[src/rtl/sport_irq_pkg.sv]
package sport_irq_pkg;

  typedef enum logic [1:0] {
    A_CTRL = 2'd0,
    A_TMO  = 2'd1,
    A_STAT = 2'd2,
    A_CLR  = 2'd3
  } reg_addr_e;

  localparam int unsigned B_RX  = 0;
  localparam int unsigned B_TX  = 1;
  localparam int unsigned B_OVR = 2;
  localparam int unsigned B_TMO = 3;
  localparam int unsigned B_EN  = 4;

  typedef struct packed {
    logic en;
    logic m_ovr;
    logic m_tx;
    logic m_rx;
  } ctrl_t;

  typedef struct packed {
    logic tmo;
    logic ovr;
    logic tx;
    logic rx;
  } src_t;

endpackage

[src/rtl/sport_irq_regs.sv]
module sport_irq_regs
  import sport_irq_pkg::*;
#(
  parameter int unsigned DATA_W = 16,
  parameter int unsigned TMO_W  = 16
) (
  input  logic              clk,
  input  logic              rst_n,
  input  logic              wr_en,
  input  logic [1:0]        addr,
  input  logic [DATA_W-1:0] wdata,
  input  src_t              raw,
  output logic [DATA_W-1:0] rdata,
  output ctrl_t             ctrl,
  output logic [TMO_W-1:0]  reload,
  output logic              tmo_wr,
  output logic [TMO_W-1:0]  tmo_wval,
  output logic              ovr_clr
);

  reg_addr_e sel;
  assign sel      = reg_addr_e'(addr);
  assign tmo_wr   = wr_en && (sel == A_TMO);
  assign tmo_wval = wdata[TMO_W-1:0];
  assign ovr_clr  = wr_en && ((sel == A_CTRL) || ((sel == A_CLR) && wdata[B_OVR]));

  always_ff @(posedge clk or negedge rst_n) begin
    if (!rst_n) begin
      ctrl   <= '0;
      reload <= '0;
    end else if (wr_en) begin
      if (sel == A_CTRL) begin
        ctrl.m_rx  <= wdata[B_RX];
        ctrl.m_tx  <= wdata[B_TX];
        ctrl.m_ovr <= wdata[B_OVR];
        ctrl.en    <= wdata[B_EN];
      end
      if (sel == A_TMO) reload <= tmo_wval;
    end
  end

  always_comb begin
    rdata = '0;
    unique case (sel)
      A_CTRL: begin
        rdata[B_RX]  = ctrl.m_rx;
        rdata[B_TX]  = ctrl.m_tx;
        rdata[B_OVR] = ctrl.m_ovr;
        rdata[B_EN]  = ctrl.en;
      end
      A_TMO:  rdata[TMO_W-1:0] = reload;
      A_STAT: rdata[3:0] = raw;
      A_CLR:  rdata = '0;
      default: rdata = '0;
    endcase
  end

  // a control write always acknowledges overrun
  p_ctrl_wr_clears_r5: assert property (@(posedge clk) disable iff (!rst_n)
    (wr_en && sel == A_CTRL) |-> ovr_clr);

  // control readback reflects the last control write
  p_ctrl_readback_r12: assert property (@(posedge clk) disable iff (!rst_n)
    (wr_en && sel == A_CTRL) |=> (ctrl.en == $past(wdata[B_EN])));

endmodule

[src/rtl/sport_irq_level.sv]
module sport_irq_level #(
  parameter int unsigned CNT_W = 4,
  parameter int unsigned RX_HI = 4,
  parameter int unsigned TX_LO = 4
) (
  input  logic             clk,
  input  logic             rst_n,
  input  logic [CNT_W-1:0] rx_level,
  input  logic [CNT_W-1:0] tx_level,
  output logic             rx_req,
  output logic             tx_req
);

  localparam logic [CNT_W-1:0] RX_ON = CNT_W'(RX_HI);
  localparam logic [CNT_W-1:0] TX_ON = CNT_W'(TX_LO);

  assign rx_req = (rx_level >= RX_ON);
  assign tx_req = (tx_level <= TX_ON);

  // below the threshold the receive request is low
  p_rx_low_r1: assert property (@(posedge clk) disable iff (!rst_n)
    (rx_level < RX_ON) |-> !rx_req);

  // above the threshold the transmit request is low
  p_tx_high_r2: assert property (@(posedge clk) disable iff (!rst_n)
    (tx_level > TX_ON) |-> !tx_req);

endmodule

[src/rtl/sport_irq_ovr.sv]
module sport_irq_ovr #(
  parameter int unsigned CNT_W = 4,
  parameter int unsigned DEPTH = 8
) (
  input  logic             clk,
  input  logic             rst_n,
  input  logic [CNT_W-1:0] rx_level,
  input  logic             frame_done,
  input  logic             clr,
  output logic             flag
);

  localparam logic [CNT_W-1:0] FULL = CNT_W'(DEPTH);

  logic hit;
  assign hit = frame_done && (rx_level == FULL);

  always_ff @(posedge clk or negedge rst_n) begin
    if (!rst_n)   flag <= 1'b0;
    else if (hit) flag <= 1'b1;
    else if (clr) flag <= 1'b0;
  end

  // a frame into a full FIFO raises overrun
  p_ovr_set_r4: assert property (@(posedge clk) disable iff (!rst_n)
    hit |=> flag);

  // overrun is sticky until acknowledged
  p_ovr_sticky_r4: assert property (@(posedge clk) disable iff (!rst_n)
    (flag && !clr) |=> flag);

  // acknowledge without a new overrun drops the flag
  p_ovr_clear_r5: assert property (@(posedge clk) disable iff (!rst_n)
    (clr && !hit) |=> !flag);

endmodule

[src/rtl/sport_irq_tmo.sv]
module sport_irq_tmo #(
  parameter int unsigned CNT_W = 4,
  parameter int unsigned TMO_W = 16
) (
  input  logic             clk,
  input  logic             rst_n,
  input  logic [CNT_W-1:0] rx_level,
  input  logic             frame_done,
  input  logic             fifo_rd,
  input  logic [TMO_W-1:0] reload,
  input  logic             tmo_wr,
  input  logic [TMO_W-1:0] tmo_wval,
  output logic             flag
);

  logic [TMO_W-1:0] cnt;
  logic             run;

  assign run = (rx_level != '0) && (cnt != '0);

  always_ff @(posedge clk or negedge rst_n) begin
    if (!rst_n) begin
      cnt  <= '0;
      flag <= 1'b0;
    end else if (tmo_wr) begin
      cnt  <= tmo_wval;
      flag <= 1'b0;
    end else if (frame_done || fifo_rd) begin
      cnt <= reload;
    end else if (run) begin
      cnt <= cnt - 1'b1;
      if ((cnt == TMO_W'(1)) && (reload != '0)) flag <= 1'b1;
    end
  end

  // a timeout-word write clears the flag
  p_tmo_wr_clears_r8: assert property (@(posedge clk) disable iff (!rst_n)
    tmo_wr |=> !flag);

  // the count never exceeds the reload value
  p_cnt_bound_r6: assert property (@(posedge clk) disable iff (!rst_n)
    cnt <= reload);

  // with a zero reload the flag cannot rise
  p_tmo_off_r7: assert property (@(posedge clk) disable iff (!rst_n)
    (reload == '0 && !flag) |=> !flag);

  // with the receive FIFO empty the count holds
  p_cnt_hold_r6: assert property (@(posedge clk) disable iff (!rst_n)
    (rx_level == '0 && !tmo_wr && !frame_done && !fifo_rd) |=> $stable(cnt));

endmodule

[src/rtl/sport_irq_out.sv]
module sport_irq_out
  import sport_irq_pkg::*;
(
  input  logic       clk,
  input  logic       rst_n,
  input  src_t       raw,
  input  logic [2:0] mask,
  output logic [3:0] irq,
  output logic       irq_any
);

  logic [3:0] raw_v;
  logic [3:0] gated;

  assign raw_v = raw;

  generate
    for (genvar i = 0; i < 3; i++) begin : g_masked
      assign gated[i] = raw_v[i] & mask[i];
    end
  endgenerate
  assign gated[B_TMO] = raw_v[B_TMO];

  generate
    for (genvar i = 0; i < 4; i++) begin : g_reg
      always_ff @(posedge clk or negedge rst_n) begin
        if (!rst_n) irq[i] <= 1'b0;
        else        irq[i] <= gated[i];
      end
    end
  endgenerate

  always_ff @(posedge clk or negedge rst_n) begin
    if (!rst_n) irq_any <= 1'b0;
    else        irq_any <= |gated;
  end

  // combined output agrees with the individual outputs
  p_any_match_r10: assert property (@(posedge clk) disable iff (!rst_n)
    irq_any == ($countones(irq) != 0));

  // a cleared mask keeps the receive output low next cycle
  p_rx_masked_r3: assert property (@(posedge clk) disable iff (!rst_n)
    !mask[B_RX] |=> !irq[B_RX]);

  // timeout output follows the flag with no mask
  p_tmo_unmasked_r9: assert property (@(posedge clk) disable iff (!rst_n)
    raw.tmo |=> irq[B_TMO]);

endmodule

[src/rtl/sport_irq_unit.sv]
module sport_irq_unit
  import sport_irq_pkg::*;
#(
  parameter int unsigned DEPTH  = 8,
  parameter int unsigned RX_HI  = 4,
  parameter int unsigned TX_LO  = 4,
  parameter int unsigned DATA_W = 16,
  parameter int unsigned TMO_W  = 16,
  localparam int unsigned CNT_W = $clog2(DEPTH + 1)
) (
  input  logic              clk,
  input  logic              rst_n,
  input  logic [CNT_W-1:0]  tx_level,
  input  logic [CNT_W-1:0]  rx_level,
  input  logic              rx_frame_done,
  input  logic              rx_fifo_rd,
  input  logic              reg_wr,
  input  logic [1:0]        reg_addr,
  input  logic [DATA_W-1:0] reg_wdata,
  output logic [DATA_W-1:0] reg_rdata,
  output logic              port_en,
  output logic              irq_rx,
  output logic              irq_tx,
  output logic              irq_ovr,
  output logic              irq_tmo,
  output logic              irq_any
);

  ctrl_t            ctrl;
  src_t             raw;
  logic [TMO_W-1:0] reload;
  logic [TMO_W-1:0] tmo_wval;
  logic             tmo_wr;
  logic             ovr_clr;
  logic             rx_req;
  logic             tx_req;
  logic             ovr_flag;
  logic             tmo_flag;
  logic [3:0]       irq_v;

  assign raw.rx  = rx_req;
  assign raw.tx  = tx_req;
  assign raw.ovr = ovr_flag;
  assign raw.tmo = tmo_flag;

  sport_irq_regs #(.DATA_W(DATA_W), .TMO_W(TMO_W)) regs_i (
    .clk(clk), .rst_n(rst_n), .wr_en(reg_wr), .addr(reg_addr), .wdata(reg_wdata),
    .raw(raw), .rdata(reg_rdata), .ctrl(ctrl), .reload(reload),
    .tmo_wr(tmo_wr), .tmo_wval(tmo_wval), .ovr_clr(ovr_clr)
  );

  sport_irq_level #(.CNT_W(CNT_W), .RX_HI(RX_HI), .TX_LO(TX_LO)) level_i (
    .clk(clk), .rst_n(rst_n), .rx_level(rx_level), .tx_level(tx_level),
    .rx_req(rx_req), .tx_req(tx_req)
  );

  sport_irq_ovr #(.CNT_W(CNT_W), .DEPTH(DEPTH)) ovr_i (
    .clk(clk), .rst_n(rst_n), .rx_level(rx_level), .frame_done(rx_frame_done),
    .clr(ovr_clr), .flag(ovr_flag)
  );

  sport_irq_tmo #(.CNT_W(CNT_W), .TMO_W(TMO_W)) tmo_i (
    .clk(clk), .rst_n(rst_n), .rx_level(rx_level), .frame_done(rx_frame_done),
    .fifo_rd(rx_fifo_rd), .reload(reload), .tmo_wr(tmo_wr), .tmo_wval(tmo_wval),
    .flag(tmo_flag)
  );

  sport_irq_out out_i (
    .clk(clk), .rst_n(rst_n), .raw(raw),
    .mask({ctrl.m_ovr, ctrl.m_tx, ctrl.m_rx}),
    .irq(irq_v), .irq_any(irq_any)
  );

  assign port_en = ctrl.en;
  assign irq_rx  = irq_v[B_RX];
  assign irq_tx  = irq_v[B_TX];
  assign irq_ovr = irq_v[B_OVR];
  assign irq_tmo = irq_v[B_TMO];

  // transmit request ignores the port-enable bit
  p_tx_no_enable_r2: assert property (@(posedge clk) disable iff (!rst_n)
    (!port_en && tx_level == '0) |-> raw.tx);

endmodule

[config.mk]
export PLATFORM = sky130hd
export DESIGN_NAME = sport_irq_unit
export DESIGN_NICKNAME = d
export VERILOG_FILES = /design/src/rtl/sport_irq_pkg.sv /design/src/rtl/sport_irq_regs.sv /design/src/rtl/sport_irq_level.sv /design/src/rtl/sport_irq_ovr.sv /design/src/rtl/sport_irq_tmo.sv /design/src/rtl/sport_irq_out.sv /design/src/rtl/sport_irq_unit.sv
export SDC_FILE = /design/constraint.sdc
export NUM_CORES = 1
export LEC_CHECK = 0
export BUFFER_PORTS_ARGS = -buffer_cell sky130_fd_sc_hd__buf_2
export CORE_MARGIN = 1.5
export CORE_UTILIZATION = 45
export DETAILED_ROUTE_END_ITERATION = 8
export PLACE_DENSITY = 0.67
export SETUP_SLACK_MARGIN = 0.4
export SLEW_MARGIN = 10
export SYNTH_ARGS = -nofsm -noshare
export SYNTH_HDL_FRONTEND = slang
export SYNTH_HIERARCHICAL = 1
export SYNTH_SLANG_ARGS = --single-unit
[constraint.sdc]
create_clock -name clk -period 4.92 [get_ports clk]
set_clock_uncertainty 0.2 [all_clocks]
set_input_delay 0.246 -clock clk [delete_from_list [all_inputs] [get_ports clk]]
set_output_delay 0.246 -clock clk [all_outputs]
set_load 0.05 [all_outputs]
==> results of run 1 <==
## synth_stat cells (all sizes together) (5+ instances only)
master and number:
mux2 20, a22oi 6, nor3b 10, nor3 9, mux2i 6, dfrtp 43
ha 7, nor4 8, clkbuf 10, o21ai 14, inv 7, nand2 16
xor2 5, buf 20, nor2 18, and2 15, a21oi 6
## worst min path at each step
stage,start,depth (start not counted),to,slack (ps)
2_1_floorplan,rst_n,0,out_i/irq[0],-250
4_1_cts,reg_wdata[0],2,regs_i/reload[0],20
6_report,reg_wdata[1],2,regs_i/reload[1],20
3_5_place_dp,rst_n,1,regs_i/ctrl[1],250
3_3_place_gp,rst_n,1,regs_i/ctrl[1],250
5_1_grt,reg_wdata[1],2,regs_i/reload[1],20
## report_power, final
group / internal [mW] / switching (mW)
sequential: 0.416 / 0.0762
combinational: 0.141 / 0.170
clock: 0.164 / 0.123
## placed cells by master, fill, tap and decap left out, types with 2 or more instances in the layout
cell type,Yosys,routed
buf_4,16,3
xnor2_1,4,4
a221o_1,4,4
nand3_1,2,2
or3_2,2,2
or4_4,3,3
mux2_2,11,11
nand2b_1,2,2
dfrtp_1,43,43
or2_2,2,2
nand4_1,3,3
a22oi_1,6,6
a21oi_1,6,6
nor2_1,18,18
nor3b_1,10,10
xor2_1,5,5
o21ai_0,14,14
a2111oi_0,2,2
buf_2,1,52
o31ai_1,2,2
nor3_1,9,9
a211o_1,4,4
a22o_1,3,3
inv_1,7,7
dlygate4sd3_1,0,15
clkbuf_8,0,6
ha_1,7,7
a31oi_1,4,4
nand2_1,15,15
mux2_4,9,9
mux2i_1,6,6
and2_1,14,14
nor2b_1,3,3
nor4_1,6,6
## cell type report
type / instances / area [µm²]
Clock inverter: 2 / 35.0
Inverter: 7 / 26.3
Multi-Input combinational cell: 193 / 1450
Sequential cell: 43 / 1080
Tap cell: 75 / 93.8
Timing Repair Buffer: 70 / 433
Fill cell: 578 / 2720
Clock buffer: 6 / 82.6
## per-stage QoR
| step | utilization [%] | hold slack (ps) | total power [mW] | cells |
|---|---|---|---|---|
| floorplan | - | -250 | 0.728 | 273 |
| global route | 54.0 | 23.9 | 1.15 | 396 |
| detailed placement | 49.5 | 254 | 0.801 | 373 |
| global placement | 49.5 | 246 | 0.794 | 373 |
| finish | 54.0 | 22.1 | 1.09 | 396 |
| CTS | 54.0 | 18.8 | 1.10 | 396 |
## what timing repair did
action,4_1_cts,5_1_grt
hold buffers,15,0
hold endpoints to repair,65,0
endpoints found under the setup margin,0,0
## sequential cells by signal, summed over array words and instances, names as in the netlist
signal         flops
regs_i/reload     16
tmo_i/cnt         16
out_i/irq          4
regs_i/ctrl        4
out_i/irq_any      1
ovr_i/flag         1
tmo_i/flag         1
## cell families after synthesis
kind of cell / after synthesis
fa+ha+maj: 7
simple gates: 99
flops: 43
mux: 26
compound gates: 52
xor+xnor: 9
buf+inv: 37
## layer usage
| layer | up-vias | track usage (%) | share of wire [%] |
|---|---|---|---|
| met2 | 55 | 31.3 | 48 |
| met3 | 6 | 3.60 | 5.1 |
| met1 | 1026 | 27.4 | 46 |
| met5 | - | 0 | 0 |
| li1 | 1070 | - | - |
| met4 | 0 | 5.52 | 0.93 |
==> flow_metrics.env, run 1 <==
export IMPL_outcome="finished, final reports clean"
export IMPL_cts_htree_levels=2
export IMPL_slew_violations=0
export IMPL_synth_top_cell_by_area="dfrtp_1"
export IMPL_synth_top_area_share_pct=38.9
export IMPL_synth_top_family_by_area="simple AND/OR/NAND/NOR gates"
export IMPL_clk_path_buf_depth=2
export IMPL_synth_xor_area_share_pct=2.85
export IMPL_post_drt_via_cell_ratio=5.45
export IMPL_root_buffer="clkbuf_8"
export IMPL_dp_slack_ps=1880
export IMPL_start_util_pct=46.7
export IMPL_cts_tree="built"
export IMPL_die_h_um=81.4
export IMPL_synth_compound_area_share_pct=13.5
export IMPL_rsz0062_at_grt="false"
export IMPL_die_area_um2=6620
export IMPL_cp_end_kind="flip-flop"
export IMPL_first_iter_violations=141
export IMPL_routedWlPerCell_um=15.4
export IMPL_crit_chain="dlygate4sd3_1 > buf_2 > nor4_1 > a22o_1 > a2111oi_0 > a211o_1"
export IMPL_p_per_area_nw_per_um2=341
export IMPL_clk_latency_ps=300
export IMPL_cp_slowest_cell="nor4_1"
export IMPL_fin_nets=358
export IMPL_grt_overflow_total=0
export IMPL_dpl_cell_area_um2=2930
export IMPL_synth_seq_area_share_pct=38.9
export IMPL_grt_max_degree=44
export IMPL_relSlewSlack_pct=24.0
export IMPL_finalCritPeriodShare_pct=57.1
export IMPL_layout_drive_gt1_share_pct=29.9
export IMPL_cts_buffers=5
export IMPL_final_hold_violation_count=0
export IMPL_fmax_mhz=356
export IMPL_avgSynthCellArea_um2=10.1
export IMPL_placementRows=28
export IMPL_r2r_start="tmo_i/cnt[3]"
export IMPL_crit_buf_inv=2
export IMPL_die_w_um=81.4
export IMPL_worst_hold_path_type="input port to flip-flop"
export IMPL_cts_sinks=43
export IMPL_synth_nets=311
export IMPL_max_slew_worst_pin_slew_ps=1130
export IMPL_crit_cells=6
export IMPL_ys_warn_count=6
export IMPL_slowest_delay_ps=950
export IMPL_synth_ff_type="dfrtp_1"
export IMPL_vias=2157
export IMPL_clk_pin_slew_ps=80
export IMPL_synthArstFlopShare_pct=100
export IMPL_synthCells=273
export IMPL_rr_worst_depth=5
export IMPL_fin_area_um2=3200
export IMPL_cts_resized=0
export IMPL_grt_pass1_wl_mm=9.90
export IMPL_vdd_drop_max_v=0.000132
export IMPL_setup_ws_ps=2110
export IMPL_gp_congestion=0.819
export IMPL_antenna_cells=0
export IMPL_period_minus_slack_ps=2810
export IMPL_path_class="input port to flip-flop"
export IMPL_synthTopCellsByArea="dfrtp_1 (39%), mux2_4 (4.9%), mux2_2 (4.5%), buf_4 (4.3%), and2_1 (3.2%)"
export IMPL_dp_hpwl_mm=4.35
export IMPL_first_global_vias=2010
export IMPL_timing_rr_end="tmo_i/cnt[13]"
export IMPL_drc_errors=0
export IMPL_mappedNetlistArea_um2=2760
export IMPL_rrSetupSlack_ps=2390
export IMPL_startpoint="rx_level[1]"
export IMPL_maxCapViolations=0
export IMPL_io_pins=53
export IMPL_critPathLaunchType="input port"
export IMPL_finalSetupViolCount=0
export IMPL_area_growth_pct=15.8
export IMPL_arrival_ps=2800
export IMPL_antenna_found_initial=0
export IMPL_io_buffers=52
export IMPL_cpLargestDelayFamily="simple AND/OR/NAND/NOR gates"
export IMPL_core_area_um2=5920
export IMPL_ant_nets=0
export IMPL_worstPathRequired_ps=4900
export IMPL_tns_ps=0
export IMPL_wl_mm=6.11
export IMPL_grt_usage_pct=19.7
export IMPL_critPathMaxFanout=7
export IMPL_power_leakage_nw=1.48
export IMPL_synth_simple_area_share_pct=21.5
export IMPL_synth_edf_count=0
export IMPL_ys_types=53
export IMPL_post_cts_setup_buffer_count=0
export IMPL_crit_end="tmo_i/cnt[13]"
export IMPL_synth_adder_area_share_pct=3.17
export IMPL_drtPass1Iterations=4
export IMPL_yosys_mux_area_fraction_pct=11.5
export IMPL_ys_ff_latch=43
Note: power is estimated with default switching activity, not from simulation.
==> inputs of run 2 (changes only) <==
==> constraint.sdc (replaced) <==
create_clock -name clk -period 2.6 [get_ports clk]
set_clock_uncertainty 0.2 [all_clocks]
set_input_delay 0.13 -clock clk [delete_from_list [all_inputs] [get_ports clk]]
set_output_delay 0.13 -clock clk [all_outputs]
set_load 0.05 [all_outputs]
==> run 2 against run 1 <==
Compared with the run above: setup slack worse by 1700 ps; largest cell class unchanged; critical endpoint unchanged; core utilization up 4.4 points; register-to-register slack got worse by 1900 ps.
==> flow_metrics.env, run 2 (synthesis results as in run 1) <==
export IMPL_outcome="finished, final reports clean"
export IMPL_gp_congestion=0.894
export IMPL_finalSetupViolCount=0
export IMPL_core_area_um2=5920
export IMPL_grt_usage_pct=21.9
export IMPL_seqCellArea_um2=1080
export IMPL_antenna_cells=0
export IMPL_worst_hold_path_type="input port to flip-flop"
export IMPL_drc_errors=0
export IMPL_cts_htree_levels=2
export IMPL_cts_sinks=43
export IMPL_clk_path_buf_depth=2
export IMPL_whs_ps=49.1
export IMPL_routedWlPerCell_um=16.1
export IMPL_area_growth_pct=25.1
export IMPL_first_iter_violations=233
export IMPL_io_buffers=52
export IMPL_worstPathRequired_ps=2630
export IMPL_die_w_um=81.4
export IMPL_critPathMaxFanout=5
export IMPL_p_per_area_nw_per_um2=616
export IMPL_place_inst=381
export IMPL_dp_slack_ps=283
export IMPL_vdd_drop_max_v=0.000317
export IMPL_fin_area_um2=3460
export IMPL_crit_chain="nor4_2 > buf_4 > nand4_1 > xor2_1 > a2111oi_2 > a211o_1"
export IMPL_mostFrequentLayoutCells="buf_2 (52), dfrtp_1 (40), buf_4 (21)"
export IMPL_maxCapViolations=0
export IMPL_grt_pass1_wl_mm=11.1
export IMPL_die_area_um2=6620
export IMPL_slowest_delay_ps=440
export IMPL_placementRows=28
export IMPL_cp_end_kind="flip-flop"
export IMPL_rsz0062_at_grt="true"
export IMPL_period_minus_slack_ps=2160
export IMPL_antenna_found_initial=0
export IMPL_cp_slowest_cell="dfrtp_2"
export IMPL_dp_hpwl_mm=4.62
export IMPL_critPathLaunchType="flip-flop"
export IMPL_final_hold_violation_count=0
export IMPL_dpl_cell_area_um2=3010
export IMPL_root_buffer="clkbuf_8"
export IMPL_cts_buffers=5
export IMPL_cts_tree="built"
export IMPL_clk_pin_slew_ps=80
export IMPL_vias=2356
export IMPL_fin_nets=381
export IMPL_finalCritPeriodShare_pct=83.0
export IMPL_utilization_pct=58.4
export IMPL_layout_commonest_cell="buf_2"
export IMPL_layout_drive_gt1_share_pct=37.9
export IMPL_slew_violations=0
export IMPL_setup_ws_ps=442
export IMPL_drtPass1Iterations=5
export IMPL_path_class="flip-flop to flip-flop"
export IMPL_finalPower_mw=2.13
export IMPL_max_slew_worst_pin_slew_ps=945
export IMPL_grt_max_degree=44
export IMPL_ant_nets=0
export IMPL_arrival_ps=2190
export IMPL_tns_ps=0
export IMPL_fmax_mhz=463
export IMPL_fin_cells=418
export IMPL_first_global_vias=2244
export IMPL_grt_overflow_total=0
export IMPL_die_h_um=81.4
export IMPL_wl_mm=6.74
export IMPL_relSlewSlack_pct=37.0
export IMPL_io_pins=53
export IMPL_reg_top3="regs_i/reload (16), tmo_i/cnt (16)"
export IMPL_n_fill_cell=510
export IMPL_multi_input_comb_area_um2=1540
export IMPL_power_leakage_nw=1.61
export IMPL_clk_latency_ps=290
export IMPL_post_drt_via_cell_ratio=5.64
export IMPL_start_util_pct=46.7
[run 2: cell types whose count changed in the layout (fill, tap and decap cells not counted), moves of 3 or more]
| cell | previous run | this run |
|---|---|---|
| dfrtp_2 | 0 | 3 |
| a2111oi_2 | 1 | 4 |
| buf_4 | 3 | 21 |
| dlygate4sd3_1 | 15 | 20 |
| dfrtp_1 | 43 | 40 |
| nor3_1 | 9 | 6 |
[run 2: timing repair]
item / CTS / global route
hold buffers: 20 / 0
buffers inserted: 2 / 8
hold endpoints to repair: 80 / 0
pin swaps: 0 / 11
gates resized for setup: 5 / 15
endpoints found under the setup margin: 9 / 10
[run 2: where the power goes]
group / internal [mW] / total (mW) / switching [mW]
registers: 0.789 / 0.937 / 0.148
logic: 0.335 / 0.698 / 0.363
clock network: 0.281 / 0.493 / 0.212
total: 1.41 / 2.13 / 0.723
[run 2: area by class of cell]
type,count,area share (%)
repair buffers,93,17.9
clock buffers,6,2.10
well taps,75,2.72
inverters,7,0.760
multi-input cells,193,44.4
clock inverters,1,0.869
flip-flops and latches,43,31.2
[run 2: final timing paths]
kind	start	end	slack [ps]	cells after the start
max	tmo_i/cnt[6]	tmo_i/cnt[13]	440	6
max reg2reg	tmo_i/cnt[6]	tmo_i/cnt[13]	440	6
min	rx_level[2]	out_i/irq[0]	50	3
min reg2reg	tmo_i/flag	out_i/irq[3]	320	0
max in group asynchronous	rst_n	tmo_i/cnt[2]	1230	2
min in group asynchronous	rst_n	regs_i/ctrl[1]	320	2
[run 2: per-layer routing]
layer / routed length (µm) / vias to the layer above / part of all wire [%] / track usage [%]
met5: 0 / - / 0 / 0
met4: 144 / 0 / 2.1 / 7.76
met2: 3260 / 81 / 48 / 35.5
met1: 2930 / 1145 / 44 / 29.0
li1: - / 1113 / - / -
met3: 399 / 17 / 5.9 / 4.38
[run 2: critical path, delay by kind of cell (launching register included)]
kind                   cells  cell delay, ps
XOR/XNOR                   1             210
buffers and inverters      1             190
AO/OA/AOI/OAI              2             550
flip-flops                 1             440
AND/OR/NAND/NOR            2             500
==> inputs of run 3 (changes only) <==
==> constraint.sdc (replaced) <==
create_clock -name clk -period 2.1 [get_ports clk]
set_clock_uncertainty 0.2 [all_clocks]
set_input_delay 0.105 -clock clk [delete_from_list [all_inputs] [get_ports clk]]
set_output_delay 0.105 -clock clk [all_outputs]
set_load 0.05 [all_outputs]
==> run 3 against run 2 <==
Compared with the run above: the flow now finishes with violations (negative setup slack); total power grew 26%; die area stayed put; sequential share of layout area shrank 2.4 points; critical path depth increased by 2.
==> flow_metrics.env, run 3 (synthesis results as in run 1) <==
export IMPL_outcome="finished, violations left"
export IMPL_failed_checks="negative setup slack"
export IMPL_critPathMaxFanout=4
export IMPL_placementRows=28
export IMPL_place_inst=397
export IMPL_rsz0062_at_grt="true"
export IMPL_finalCritPeriodShare_pct=102
export IMPL_rr_worst_depth=8
export IMPL_cts_sinks=43
export IMPL_layout_drive_gt1_share_pct=44.2
export IMPL_relSlewSlack_pct=62.6
export IMPL_worst_hold_path_type="input port to flip-flop"
export IMPL_first_global_vias=2300
export IMPL_io_pins=53
export IMPL_clk_latency_ps=310
export IMPL_cts_htree_levels=2
export IMPL_power_leakage_nw=1.74
export IMPL_n_fill_cell=490
export IMPL_ant_nets=0
export IMPL_clk_pin_slew_ps=90
export IMPL_grt_max_degree=44
export IMPL_wl_mm=7.13
export IMPL_cp_slowest_cell="dfrtp_1"
export IMPL_grt_pass1_wl_mm=11.5
export IMPL_multi_input_comb_area_um2=1670
export IMPL_die_h_um=81.4
export IMPL_post_drt_via_cell_ratio=5.48
export IMPL_tns_ps=-156
export IMPL_seqCellArea_um2=1080
export IMPL_antenna_cells=0
export IMPL_fin_nets=399
export IMPL_reg_top3="regs_i/reload (16), tmo_i/cnt (16)"
export IMPL_whs_ps=46.6
export IMPL_root_buffer="clkbuf_8"
export IMPL_routedWlPerCell_um=16.3
export IMPL_fin_cells=437
export IMPL_slowest_delay_ps=420
export IMPL_fmax_mhz=467
export IMPL_r2r_start="tmo_i/cnt[6]"
export IMPL_area_growth_pct=35.2
export IMPL_cts_buffers=5
export IMPL_dpl_cell_area_um2=3210
export IMPL_die_w_um=81.4
export IMPL_cts_tree="built"
export IMPL_core_area_um2=5920
export IMPL_layout_commonest_cell="buf_2"
export IMPL_utilization_pct=63.1
export IMPL_mostFrequentLayoutCells="buf_2 (51), dfrtp_1 (42), buf_4 (31)"
export IMPL_maxCapViolations=0
export IMPL_vdd_drop_max_v=0.000353
export IMPL_crit_chain="buf_6 > nor4_4 > buf_4 > buf_6 > nand3_4 > xor2_1 > o31ai_1 > a221o_1"
export IMPL_vias=2396
export IMPL_clk_path_buf_depth=2
export IMPL_start_util_pct=46.7
export IMPL_period_minus_slack_ps=2140
export IMPL_finalSetupViolCount=9
export IMPL_fin_area_um2=3730
export IMPL_cp_end_kind="flip-flop"
export IMPL_crit_cells=8
export IMPL_cpLargestDelayFamily="simple AND/OR/NAND/NOR gates"
export IMPL_critPathLaunchType="flip-flop"
export IMPL_gp_congestion=0.851
export IMPL_startpoint="tmo_i/cnt[6]"
export IMPL_final_hold_violation_count=0
export IMPL_drtPass1Iterations=4
export IMPL_die_area_um2=6620
export IMPL_path_class="flip-flop to flip-flop"
export IMPL_dp_slack_ps=-94.4
export IMPL_slew_violations=0
export IMPL_dp_hpwl_mm=4.81
export IMPL_grt_overflow_total=0
export IMPL_crit_path_frequent_cell="buf_6"
export IMPL_finalPower_mw=2.68
export IMPL_max_slew_worst_pin_slew_ps=561
export IMPL_arrival_ps=2130
export IMPL_antenna_found_initial=0
export IMPL_setup_ws_ps=-41.1
export IMPL_grt_usage_pct=23.4
export IMPL_min_path_cells=4
export IMPL_p_per_area_nw_per_um2=717
export IMPL_io_buffers=52
export IMPL_drc_errors=0
export IMPL_first_iter_violations=196
export IMPL_worstHoldStart="tx_level[1]"
export IMPL_worstPathRequired_ps=2090
export IMPL_crit_buf_inv=3
-- run 3: changes by cell type in the layout (fill, tap and decap cells not counted), sizes merged --
| cell | previous run | this run |
|---|---|---|
| buf | 73 | 90 |
| dlygate4sd3 | 20 | 21 |
| bufinv | 1 | 0 |
| clkinv | 0 | 3 |
| clkbuf | 6 | 5 |
-- run 3: area by class of cell --
type	count	area share, %
Clock buffer	5	1.84
Clock inverter	3	0.402
Inverter	7	0.704
Multi-Input combinational cell	193	44.6
Sequential cell	43	28.8
Tap cell	75	2.51
Timing Repair Buffer	111	21.1
-- run 3: where the power goes --
part | switching [mW] | total, mW | internal (mW)
logic | 0.515 | 1.01 | 0.497
registers | 0.172 | 1.15 | 0.975
clock network | 0.291 | 0.519 | 0.228
total | 0.979 | 2.68 | 1.70
-- run 3: per-layer routing --
layer | wire length (µm) | global-route usage (%) | up-vias
li1 | - | - | 1152
met4 | 77 | 6.21 | 0
met3 | 325 | 4.16 | 5
met1 | 3220 | 30.8 | 1182
met5 | 0 | 0 | -
met2 | 3500 | 39.3 | 57
-- run 3: repair_timing --
action | in CTS | in global routing
gates resized for setup | 18 | 16
endpoints found under the setup margin | 16 | 18
pin swaps | 18 | 10
endpoints found under the hold margin | 82 | 0
setup buffers | 6 | 5
hold buffers | 21 | 0
-- run 3: path summary, 6_finish.rpt --
path                       slack (ps)        endpoint
setup / recovery                  -40   tmo_i/cnt[11]
hold / removal                     50    out_i/irq[1]
setup reg to reg                  -40   tmo_i/cnt[11]
hold reg to reg                   320    out_i/irq[3]
max in group asynchronous        1090    tmo_i/cnt[2]
min in group asynchronous         210  regs_i/ctrl[2]
-- run 3: tightest hold or removal path: cells and delay by family --
family / cells / cell delay, ps
AO/OA/AOI/OAI: 1 / 110
buffers and inverters: 1 / 80
AND/OR/NAND/NOR: 2 / 220
